File: config.mk
export PLATFORM = sky130hd
export DESIGN_NAME = rmw_fuse_alu
export DESIGN_NICKNAME = d
export VERILOG_FILES = /design/src/rtl/rmw_fuse_alu.sv
export SDC_FILE = /design/constraint.sdc
export NUM_CORES = 1
export LEC_CHECK = 0
export ABC_AREA = 1
export ABC_CLOCK_PERIOD_IN_PS = 5000
export BUFFER_PORTS_ARGS = -buffer_cell sky130_fd_sc_hd__buf_4
export CAP_MARGIN = 5
export CORE_ASPECT_RATIO = 1.25
export CORE_MARGIN = 5
export CORE_UTILIZATION = 45
export CTS_BUF_LIST = sky130_fd_sc_hd__clkbuf_4
export DETAILED_ROUTE_END_ITERATION = 6
export PLACE_DENSITY = 0.66
export SYNTH_ARGS = -nofsm -noshare
export SYNTH_HDL_FRONTEND = slang
export SYNTH_SLANG_ARGS = --single-unit
File: constraint.sdc
create_clock -name clk -period 5 [get_ports clk]
set_clock_uncertainty 0.2 [all_clocks]
set_input_delay 0.75 -clock clk [delete_from_list [all_inputs] [get_ports clk]]
set_output_delay 0.75 -clock clk [all_outputs]
set_load 0.01 [all_outputs]
File: src/rtl/rmw_fuse_alu.sv
module rmw_fuse_alu #(
  parameter int W = 8
) (
  input  logic         clk,
  input  logic         rst_n,
  input  logic         start,
  input  logic [3:0]   op,
  input  logic [W-1:0] mem_in,
  input  logic [W-1:0] a_in,
  input  logic [W-1:0] x_in,
  input  logic [W-1:0] s_in,
  input  logic         c_in,
  input  logic [W-1:0] hi_in,
  output logic         wr_en,
  output logic [W-1:0] wr_data,
  output logic [W-1:0] a_out,
  output logic         a_we,
  output logic [W-1:0] x_out,
  output logic         x_we,
  output logic [W-1:0] s_out,
  output logic         s_we,
  output logic         n_out,
  output logic         z_out,
  output logic         c_out,
  output logic         v_out,
  output logic [3:0]   flag_we,
  output logic         done
);
  localparam int MSB = W - 1;
  localparam logic [3:0] OP_SLO = 4'd0, OP_RLA = 4'd1, OP_SRE = 4'd2, OP_RRA = 4'd3,
                         OP_DCP = 4'd4, OP_ISB = 4'd5, OP_SAX = 4'd6, OP_LAX = 4'd7,
                         OP_SHS = 4'd8, OP_SHX = 4'd9, OP_LAS = 4'd10, OP_SBX = 4'd11,
                         OP_ALR = 4'd12, OP_ARR = 4'd13;

  typedef enum logic [1:0] {ST_IDLE, ST_MOD, ST_ACC} state_t;
  state_t state;

  logic [3:0]   op_q;
  logic [W-1:0] m_q, a_q, x_q, s_q, h_q;
  logic         c_q;

  always_ff @(posedge clk or negedge rst_n) begin
    if (!rst_n) begin
      state <= ST_IDLE;
      op_q  <= '0;
      m_q   <= '0;
      a_q   <= '0;
      x_q   <= '0;
      s_q   <= '0;
      h_q   <= '0;
      c_q   <= 1'b0;
    end else begin
      case (state)
        ST_IDLE: if (start) begin
          state <= ST_MOD;
          op_q  <= op;
          m_q   <= mem_in;
          a_q   <= a_in;
          x_q   <= x_in;
          s_q   <= s_in;
          h_q   <= hi_in;
          c_q   <= c_in;
        end
        ST_MOD:  state <= ST_ACC;
        default: state <= ST_IDLE;
      endcase
    end
  end

  // modify step
  logic [W-1:0] mv;
  logic         mc;
  always_comb begin
    mv = m_q;
    mc = c_q;
    case (op_q)
      OP_SLO: begin mv = {m_q[MSB-1:0], 1'b0}; mc = m_q[MSB]; end
      OP_RLA: begin mv = {m_q[MSB-1:0], c_q};  mc = m_q[MSB]; end
      OP_SRE: begin mv = {1'b0, m_q[MSB:1]};   mc = m_q[0];   end
      OP_RRA: begin mv = {c_q, m_q[MSB:1]};    mc = m_q[0];   end
      OP_DCP: mv = m_q - W'(1);
      OP_ISB: mv = m_q + W'(1);
      default: ;
    endcase
  end

  wire [W-1:0] ax   = a_q & x_q;
  wire [W-1:0] hinc = h_q + W'(1);

  logic         wsel;
  logic [W-1:0] wval;
  always_comb begin
    wsel = 1'b1;
    wval = mv;
    case (op_q)
      OP_SLO, OP_RLA, OP_SRE, OP_RRA, OP_DCP, OP_ISB: wval = mv;
      OP_SAX: wval = ax;
      OP_SHS: wval = ax & hinc;
      OP_SHX: wval = x_q & hinc;
      default: wsel = 1'b0;
    endcase
  end

  assign wr_en   = (state == ST_MOD) && wsel;
  assign wr_data = wval;

  // accumulator step
  logic [W:0]   ext;
  logic [W-1:0] t, res;
  logic         ea, ex, es, cf, vf;
  logic [3:0]   fm;
  always_comb begin
    ext   = '0;
    t     = '0;
    res   = '0;
    ea    = 1'b0;
    ex    = 1'b0;
    es    = 1'b0;
    cf    = mc;
    vf    = 1'b0;
    fm    = 4'b0000;
    a_out = a_q;
    x_out = x_q;
    s_out = s_q;
    case (op_q)
      OP_SLO: begin res = a_q | mv; ea = 1'b1; fm = 4'b1110; end
      OP_RLA: begin res = a_q & mv; ea = 1'b1; fm = 4'b1110; end
      OP_SRE: begin res = a_q ^ mv; ea = 1'b1; fm = 4'b1110; end
      OP_RRA: begin
        ext = {1'b0, a_q} + {1'b0, mv} + {{W{1'b0}}, mc};
        res = ext[MSB:0];
        cf  = ext[W];
        vf  = (a_q[MSB] == mv[MSB]) && (res[MSB] != a_q[MSB]);
        ea  = 1'b1;
        fm  = 4'b1111;
      end
      OP_DCP: begin
        ext = {1'b0, a_q} - {1'b0, mv};
        res = ext[MSB:0];
        cf  = ~ext[W];
        fm  = 4'b1110;
      end
      OP_ISB: begin
        ext = {1'b0, a_q} - {1'b0, mv} - {{W{1'b0}}, ~c_q};
        res = ext[MSB:0];
        cf  = ~ext[W];
        vf  = (a_q[MSB] != mv[MSB]) && (res[MSB] != a_q[MSB]);
        ea  = 1'b1;
        fm  = 4'b1111;
      end
      OP_LAX: begin res = m_q; ea = 1'b1; ex = 1'b1; fm = 4'b1100; end
      OP_SHS: begin s_out = ax; es = 1'b1; end
      OP_LAS: begin
        res = m_q & s_q;
        ea = 1'b1; ex = 1'b1; es = 1'b1;
        s_out = res;
        fm = 4'b1100;
      end
      OP_SBX: begin
        ext = {1'b0, ax} - {1'b0, m_q};
        res = ext[MSB:0];
        cf  = ~ext[W];
        ex  = 1'b1;
        fm  = 4'b1110;
      end
      OP_ALR: begin
        t = a_q & m_q;
        res = {1'b0, t[MSB:1]};
        cf = t[0];
        ea = 1'b1;
        fm = 4'b1110;
      end
      OP_ARR: begin
        t = a_q & m_q;
        res = {c_q, t[MSB:1]};
        cf = t[0];
        ea = 1'b1;
        fm = 4'b1110;
      end
      default: ;
    endcase
    if (ea) a_out = res;
    if (ex) x_out = res;
  end

  assign done    = (state == ST_ACC);
  assign a_we    = done && ea;
  assign x_we    = done && ex;
  assign s_we    = done && es;
  assign flag_we = done ? fm : 4'b0000;
  assign n_out   = res[MSB];
  assign z_out   = (res == '0);
  assign c_out   = cf;
  assign v_out   = vf;

  a_r1_wr_single: assert property (@(posedge clk) disable iff (!rst_n)
    wr_en |=> !wr_en);
  a_r1_done_follows: assert property (@(posedge clk) disable iff (!rst_n)
    (start && state == ST_IDLE) |=> ##1 done);
  a_r1_done_pulse: assert property (@(posedge clk) disable iff (!rst_n)
    done |=> !done);
  a_r2_busy_ignored: assert property (@(posedge clk) disable iff (!rst_n)
    (start && state != ST_IDLE) |=> state != ST_MOD);
  a_r11_triple_equal: assert property (@(posedge clk) disable iff (!rst_n)
    (a_we && s_we && x_we) |-> (a_out == s_out && x_out == s_out));
endmodule

==> impl_metrics.toml, run 1 <==
[critical_path]
cp_num_buf_inv = 4
setup.worst_path.start_class = "register"
crit_slowest_cell = "fa_2"
critPathCaptureType = "primary output"
path_cells = "nand2_4 > nor2_4 > buf_6 > fa_1 > nor2_1 > a221oi_2 > inv_1 > nor2_4 > inv_4 > fa_2 > ha_4 > nand3_1 > nand3_1 > nand3_1 > nor2_2 > nand3_2 > nor2_1 > nand2_1 > nor2_1 > nand2_1 > nor2_1 > buf_4"
cp.arrival_ns = 3.93
crit_required_ns = 4.05
max_stage_delay_ns = 0.61
crit_fanout = 4
path_common_cell = "nor2_1"
critPathTopFamily = "simple AND/OR/NAND/NOR gates"
crit_type = "reg2out"

[synthesis]
yosys.area.top_type = "nand2_1"
yosys_warnings = 0
avgSynthCellArea_um2 = 5.98
synth_cell_types = 40
synth-edff-count = 0
synth_flop_cell = "dfrtp_1"
synth_top_cells_by_count = "317 x nand2_1, 118 x inv_1, 95 x nand3_1"
synth_top_area_share = 0.223
synthMostInstantiatedCell = "nand2_1"
synth_area_leaders = "nand2_1 22%, dfrtp_1 22%, ha_1 9.6%, nand3_1 8.9%, inv_1 8.3%"
synth_cells = 894
ys_seq_elements = 47
syn_nets = 988
yosysSeqAreaShare = 0.220
async_flop_share = 1.00
synth_area_mm2 = 0.00534

[power]
comb_power_share = 0.796
clockPowerShare = 0.048
p_sw_frac = 0.561
p_per_area_mw_per_mm2 = 572
seq_power_share = 0.156
power_mw = 3.95
p_leak_nw = 3.64
p_int_mw = 1.73
ir_worst_vdd_mv = 0.212
switchingPower_mw = 2.21

[timing]
rsz0062_at_grt = "true"
clock.fmax_mhz = 205
setup_viol_count_final = 0
slew_violations = 0
finalCritPeriodShare = 0.976
finalWorstSetupSlack_ns = 0.120
finalHoldViolCount = 0
relSlewSlack = 0.333
min_period_ns = 4.88
tightest_slew_ns = 0.999

[final_layout]
nNetsFinal = 1108
areaGrowthSynthToFinish_pct = 29.0
utilization = 0.593
num-fill-cells = 1205
multiInputGateArea_mm2 = 0.00397
drive_above_1_share = 0.242
register_area_mm2 = 0.00118
postLayoutCellArea_mm2 = 0.00689
final_cells = 1177

[global_routing]
grt_pass1_wl_um = 32100
grt_pass1_vias = 6043
grtUsageTotal = 0.290
grt_start_max_net_pins = 74
antenna_found_initial = 1
globalRouteOverflowTotal = 0

[floorplanning]
core-area_mm2 = 0.0116
placementRows = 44
ioPinCount = 93
start_util = 0.460
dieArea_mm2 = 0.0142
die_h_um = 132
die_w_um = 107

[clock_network]
cts.sinks = 47
ctsHoldBuffers = 0
worstSkewPairLatency_ns = 0.38
root_buffer = "clkbuf_4"
cts_tree = "built"
clock_path_buffers = 2
cts_htree_levels = 2
path_clk_slew_ns = 0.14
cts_buffers = 5

[placement]
dp_slack_ns = 0.0484
globalplace.congestion = 1.01
io_buffers = 92
dpl.cell_count = 1146
hpwl_um = 16800
dpl_cell_area_mm2 = 0.00627

[route]
drc = 0
via_per_inst = 5.49
final_antenna_net_count = 0
first_pass_iters = 6
wire_per_inst_um = 18.0
drt-initial-drc-count = 527
num_vias = 6460
wirelength_um = 21200

[flow_run]
maxCapViolations = 0

[status]
outcome = "finished, final reports clean"

[worst_hold_path]
min_path_type = "in2async"
[worst reg2reg max path, cell delays in order, from the launching register on]
cell and delay [ns]:
dfrtp_1 0.42, nor2_1 0.11, nand2_1 0.37, inv_2 0.91, nand2_1 0.22, o21ai_0 0.13
[stage by stage]
stage	TNS (ns)	hold WS [ns]
detailed placement	0	0.272
global route	-0.486	0.196
CTS	0	0.166
global placement	0	0.266
finish	0	0.145
floorplan	0	0.235
[worst paths after layout]
kind	startpoint	to	slack, ns	cells after the start
max	op_q[2]	z_out	0.12	22
min	rst_n	x_q[3]	0.14	1
max reg2reg	state[1]	c_q	2.57	5
min reg2reg	state[1]	state[1]	0.29	1
max in group asynchronous	rst_n	op_q[3]	4.01	1
min in group clk	state[1]	state[1]	0.29	1
[per-layer routing]
metal | track usage | share of wire
met5 | 0 | 0
met3 | 0.0269 | 0.061
met1 | 0.368 | 0.41
met4 | 0.127 | 0.044
met2 | 0.498 | 0.49
[flip-flops by register name (all words and copies together) (netlist names)]
signal	count
state	2
h_q	8
s_q	8
x_q	8
op_q	4
a_q	8
m_q	8
c_q	1
[power by group through the flow]
stage          combinational, mW  clock, mW  sequential [mW]
2_1_floorplan               1.71          0            0.560
3_3_place_gp                2.61          0            0.611
3_5_place_dp                2.60          0            0.612
4_1_cts                     2.70      0.194            0.603
5_1_grt                     3.46      0.206            0.622
6_report                    3.14      0.191            0.614
[cell usage in the layout, fill, tap and decap left out, drive strengths merged, types with 2 or more instances in the layout]
| master | count |
|---|---|
| nor3 | 2 |
| nor2 | 88 |
| xor2 | 6 |
| nand4 | 15 |
| o211ai | 8 |
| clkbuf | 7 |
| fa | 5 |
| o22ai | 3 |
| dfrtp | 47 |
| nand3 | 95 |
| buf | 130 |
| xnor2 | 2 |
| o21ai | 62 |
| a221oi | 5 |
| nor4 | 2 |
| a21oi | 29 |
| nand3b | 7 |
| inv | 126 |
| ha | 41 |
| o21a | 2 |
| o2111ai | 6 |
| nand2 | 318 |
| clkinv | 2 |
[what timing repair did]
action                     in CTS  in global routing
setup buffers                   2                 20
resized for setup              29                 87
pin swaps                       2                 42
setup endpoints to repair      14                 13
[kinds of logic (layout without fill, tap and decap cells)]
group / count (synthesis) / in the layout / synth area share
AND/OR/NAND/NOR: 529 / 529 / 0.416
buffers and inverters: 144 / 265 / 0.106
AO/OA/AOI/OAI: 120 / 120 / 0.130
flip-flops: 47 / 47 / 0.220
adder cells (fa/ha/maj): 46 / 46 / 0.115
XOR/XNOR: 8 / 8 / 0.0131
other: 0 / 1 / 0
[final cells by class]
cell class,instances,area share
multi-input cells,703,0.576
flip-flops and latches,47,0.171
repair buffers,130,0.144
inverters,127,0.0713
well taps,161,0.0292
clock buffers,7,0.00762
clock inverters,1,0.000726
diodes,1,0.000363
Power figures use the tool's default switching activity.
==> run 2: changes to the inputs <==
REMOVE_ABC_BUFFERS = 1   (was default)
==> impl_metrics.toml, run 2 (same netlist as run 1, synthesis figures left out) <==
[timing]
setup_viol_count_final = 0
clock.fmax_mhz = 202
finalCritPeriodShare = 0.993
fin_hold_ws_ns = 0.129
min_period_ns = 4.96
slew_violations = 0
finalHoldViolCount = 0
relSlewSlack = 0.308
tightest_slew_ns = 1.04
rsz0062_at_grt = "true"

[global_routing]
globalRouteOverflowTotal = 0
grt_pass1_wl_um = 32300
grt_pass1_vias = 6051
antenna_found_initial = 1
grtUsageTotal = 0.290
grt_start_max_net_pins = 74

[critical_path]
cp_num_buf_inv = 4
setup.worst_path.start_class = "register"
path_cells = "nand2_4 > nor2_4 > buf_6 > fa_2 > nor2_2 > a221oi_2 > inv_1 > nor2_4 > inv_4 > fa_2 > ha_4 > nand3_1 > nand3_2 > nand3_1 > nor2_2 > nand3_2 > nor2_1 > nand2_1 > nor2_2 > nand2_1 > nor2_1 > buf_4"
critPathTopFamily = "simple AND/OR/NAND/NOR gates"
crit_required_ns = 4.05
crit_fanout = 4
critPathCaptureType = "primary output"
crit_slowest_cell = "fa_2"
crit_type = "reg2out"
path_common_cell = "nor2_2"
max_stage_delay_ns = 0.60
cp.arrival_ns = 4.01

[power]
p_leak_nw = 3.70
ir_worst_vdd_mv = 0.237
p_per_area_mw_per_mm2 = 585

[route]
final_antenna_net_count = 0
wire_per_inst_um = 17.6
wirelength_um = 21000
num_vias = 6485
drc = 0
drt-initial-drc-count = 592
first_pass_iters = 5
via_per_inst = 5.45

[placement]
globalplace.congestion = 1.02
dpl.cell_count = 1157
hpwl_um = 16500
io_buffers = 92

[flow_run]
maxCapViolations = 0

[final_layout]
final_cells = 1189
mostFrequentLayoutCell = "nand2_1"
drive_above_1_share = 0.253
layout_common_cells = "290 x nand2_1, 137 x buf_4, 104 x inv_1"
nNetsFinal = 1120
areaGrowthSynthToFinish_pct = 30.9

[clock_network]
cts_tree = "built"
ctsHoldBuffers = 0
cts_buffers = 5
cts.sinks = 47
worstSkewPairLatency_ns = 0.38
cts_htree_levels = 2
clock_path_buffers = 2
root_buffer = "clkbuf_4"
path_clk_slew_ns = 0.18

[floorplanning]
die_h_um = 132
placementRows = 44
dieArea_mm2 = 0.0142
core-area_mm2 = 0.0116
ioPinCount = 93
die_w_um = 107
start_util = 0.460

[worst_hold_path]
min_path_type = "in2async"

[status]
outcome = "finished, final reports clean"
## run 2: cell count changes in the layout (fill, tap and decap cells not counted), moves of 3 or more
cell and delta:
nor2_2 +3, buf_4 +11, dfrtp_1 +3, a21oi_2 -3, dfrtp_2 -3, inv_1 -3
nand2_2 -4, nand2_4 +4
## run 2: repair_timing
action,4_1_cts,5_1_grt
buffers inserted,6,17
pin swaps,4,29
endpoints found under the setup margin,17,16
resized for setup,32,88
## run 2: layout make-up
type / instances / area, µm²
inverter: 127 / 494
multi-input combinational: 703 / 3980
clock inverter: 3 / 22.5
sequential: 47 / 1180
timing repair buffer: 142 / 1080
clock buffer: 5 / 37.5
antenna: 1 / 2.50
tap: 161 / 201
fill: 1222 / 4620
## run 2: layer usage
metal / vias up / GRT usage / wire, µm
met3: 69 / 0.0318 / 1260
met5: - / 0 / 0
met1: 2962 / 0.383 / 8700
met4: 0 / 0.107 / 894
li1: 3159 / - / -
met2: 295 / 0.486 / 10100
## run 2: worst paths after layout
check,from,end,slack [ns],cells after the start
worst min-delay path,rst_n,a_q[7],0.13,1
worst max-delay path,op_q[2],z_out,0.04,22
worst max register to register,state[1],a_q[3],2.59,5
max in group asynchronous,rst_n,m_q[1],4.03,1
min in group clk,state[1],state[1],0.30,1
worst min register to register,state[1],state[1],0.30,1
## run 2: through the flow
| stage | worst slack [ns] | power [mW] | setup TNS, ns | instance area, µm² | utilization |
|---|---|---|---|---|---|
| CTS | 0.00381 | 3.62 | 0 | 6570 | 0.566 |
| finish | 0.0374 | 4.09 | 0 | 7000 | 0.602 |
| floorplan | 0.134 | 2.25 | 0 | 5260 | - |
| global placement | 0.0415 | 3.28 | 0 | 6350 | 0.547 |
| global route | -0.191 | 4.44 | -0.623 | 7000 | 0.602 |
| detailed placement | 0.0213 | 3.28 | 0 | 6350 | 0.547 |
## run 2: report_power, final
part / switching [mW] / internal [mW]
clock: 0.150 / 0.0581
combinational: 1.99 / 1.29
sequential: 0.139 / 0.467
==> run 3: changes to the inputs <==
BUFFER_PORTS_ARGS = -buffer_cell sky130_fd_sc_hd__buf_2   (was -buffer_cell sky130_fd_sc_hd__buf_4)
==> impl_metrics.toml, run 3 (same netlist as run 1, synthesis figures left out) <==
[timing]
finalHoldViolCount = 0
fin_hold_ws_ns = 0.205
tns_ns = 0
tightest_slew_ns = 1.02
finalCritPeriodShare = 0.989
setup_viol_count_final = 0
slew_violations = 0
relSlewSlack = 0.321
clock.fmax_mhz = 202
min_period_ns = 4.95
rsz0062_at_grt = "true"

[worst_hold_path]
min_path_type = "in2async"

[power]
p_sw_frac = 0.568
ir_worst_vdd_mv = 0.193
seq_power_share = 0.158
p_per_area_mw_per_mm2 = 578
switchingPower_mw = 2.15
clockPowerShare = 0.067
p_int_mw = 1.63
comb_power_share = 0.775
p_leak_nw = 3.58

[route]
drt-initial-drc-count = 587
via_per_inst = 5.38
final_antenna_net_count = 0
drc = 0
first_pass_iters = 5
num_vias = 6342
wire_per_inst_um = 17.3
wirelength_um = 20400

[clock_network]
path_clk_slew_ns = 0.17
cts_buffers = 5
cts_htree_levels = 2
worstSkewPairLatency_ns = 0.38
clock_path_buffers = 2
root_buffer = "clkbuf_4"
cts_tree = "built"
ctsHoldBuffers = 0
cts.sinks = 47

[critical_path]
crit_fanout = 4
rrSetupSlack_ns = 2.64
setup.worst_path.start_class = "register"
endpoint = "x_out[6]"
r2r-start = "state[1]"
rr_endpoint = "m_q[7]"
cp-startpoint = "op_q[0]"
crit_required_ns = 4.05
cp.arrival_ns = 4.00
r2r_cells = 5
critPathCaptureType = "primary output"
crit_type = "reg2out"

[floorplanning]
ioPinCount = 93
placementRows = 44
dieArea_mm2 = 0.0142
start_util = 0.460
core-area_mm2 = 0.0116
die_w_um = 107
die_h_um = 132

[placement]
hpwl_um = 16300
dpl_cell_area_mm2 = 0.00611
io_buffers = 92
dpl.cell_count = 1155
globalplace.congestion = 1.04

[global_routing]
grt_pass1_vias = 6002
grt_start_max_net_pins = 74
antenna_found_initial = 1
grt_pass1_wl_um = 32000
grtUsageTotal = 0.286
globalRouteOverflowTotal = 0

[final_layout]
register_area_mm2 = 0.00118
areaGrowthSynthToFinish_pct = 22.6
nNetsFinal = 1109
postLayoutCellArea_mm2 = 0.00655
mostFrequentLayoutCell = "nand2_1"
num-fill-cells = 1253
drive_above_1_share = 0.218
layout_common_cells = "301 x nand2_1, 109 x inv_1, 92 x buf_2"
final_cells = 1178
utilization = 0.564
multiInputGateArea_mm2 = 0.00385

[flow_run]
maxCapViolations = 0

[status]
outcome = "finished, final reports clean"
[run 3: cell types whose count changed in the layout (fill, tap and decap cells not counted), moves of 5 or more]
cell	delta
buf_2	+92
inv_1	+5
nand2_2	-7
buf_4	-99
ha_1	+5
nand2_1	+11
[run 3: through the flow]
step | setup slack (ns) | power, mW
6_report | 0.0546 | 3.79
5_1_grt | -0.172 | 4.12
3_3_place_gp | 0.134 | 3.16
4_1_cts | 0.0364 | 3.49
3_5_place_dp | 0.0974 | 3.15
2_1_floorplan | 0.134 | 2.25
[run 3: how the worst min path moves through the flow]
stage                     startpoint       end  slack (ns)  depth (start not counted)
after floorplan             state[1]  state[1]        0.23                          1
after CTS                      rst_n    a_q[1]        0.25                          2
after global placement      state[1]  state[1]        0.28                          1
after global routing           rst_n    a_q[7]        0.26                          2
after detailed placement    state[1]  state[1]        0.28                          1
final                          rst_n    a_q[7]        0.20                          2
[run 3: cell type report]
class,instances,share of cell area
multi-input cells,703,0.587
diodes,1,0.000382
inverters,127,0.0743
clock buffers,5,0.00573
flip-flops and latches,47,0.180
well taps,161,0.0307
repair buffers,131,0.116
clock inverters,3,0.00649
[run 3: routing by layer]
layer / track usage / vias to the layer above / wire length [µm]
met5: 0 / - / 0
met4: 0.128 / 0 / 970
li1: - / 3140 / -
met3: 0.0299 / 72 / 1420
met2: 0.469 / 296 / 9520
met1: 0.376 / 2834 / 8490
[run 3: critical path: stages, from the launching register on]
cell	delay, ns
dfrtp_1	0.44
nand2_4	0.11
nor2_4	0.04
buf_6	0.11
fa_1	0.48
nor2_1	0.05
a221oi_1	0.21
inv_1	0.11
nor2_4	0.18
inv_4	0.06
fa_2	0.61
ha_4	0.16
inv_2	0.04
nor2_2	0.20
nand3_1	0.15
nor2_2	0.17
nand2_1	0.07
nand3_1	0.11
nand2_2	0.09
nand2_1	0.06
nand2_1	0.05
buf_2	0.13
[run 3: timing repair]
action | 4_1_cts | 5_1_grt
endpoints found under the setup margin | 16 | 16
pin swaps | 4 | 22
buffers inserted | 3 | 11
resized for setup | 25 | 53
[run 3: power by group through the flow]
stage | registers [mW] | clock network (mW) | logic, mW
after CTS | 0.592 | 0.260 | 2.63
after global routing | 0.608 | 0.277 | 3.24
after floorplan | 0.569 | 0 | 1.68
after detailed placement | 0.597 | 0 | 2.55
final | 0.598 | 0.255 | 2.93
after global placement | 0.597 | 0 | 2.57
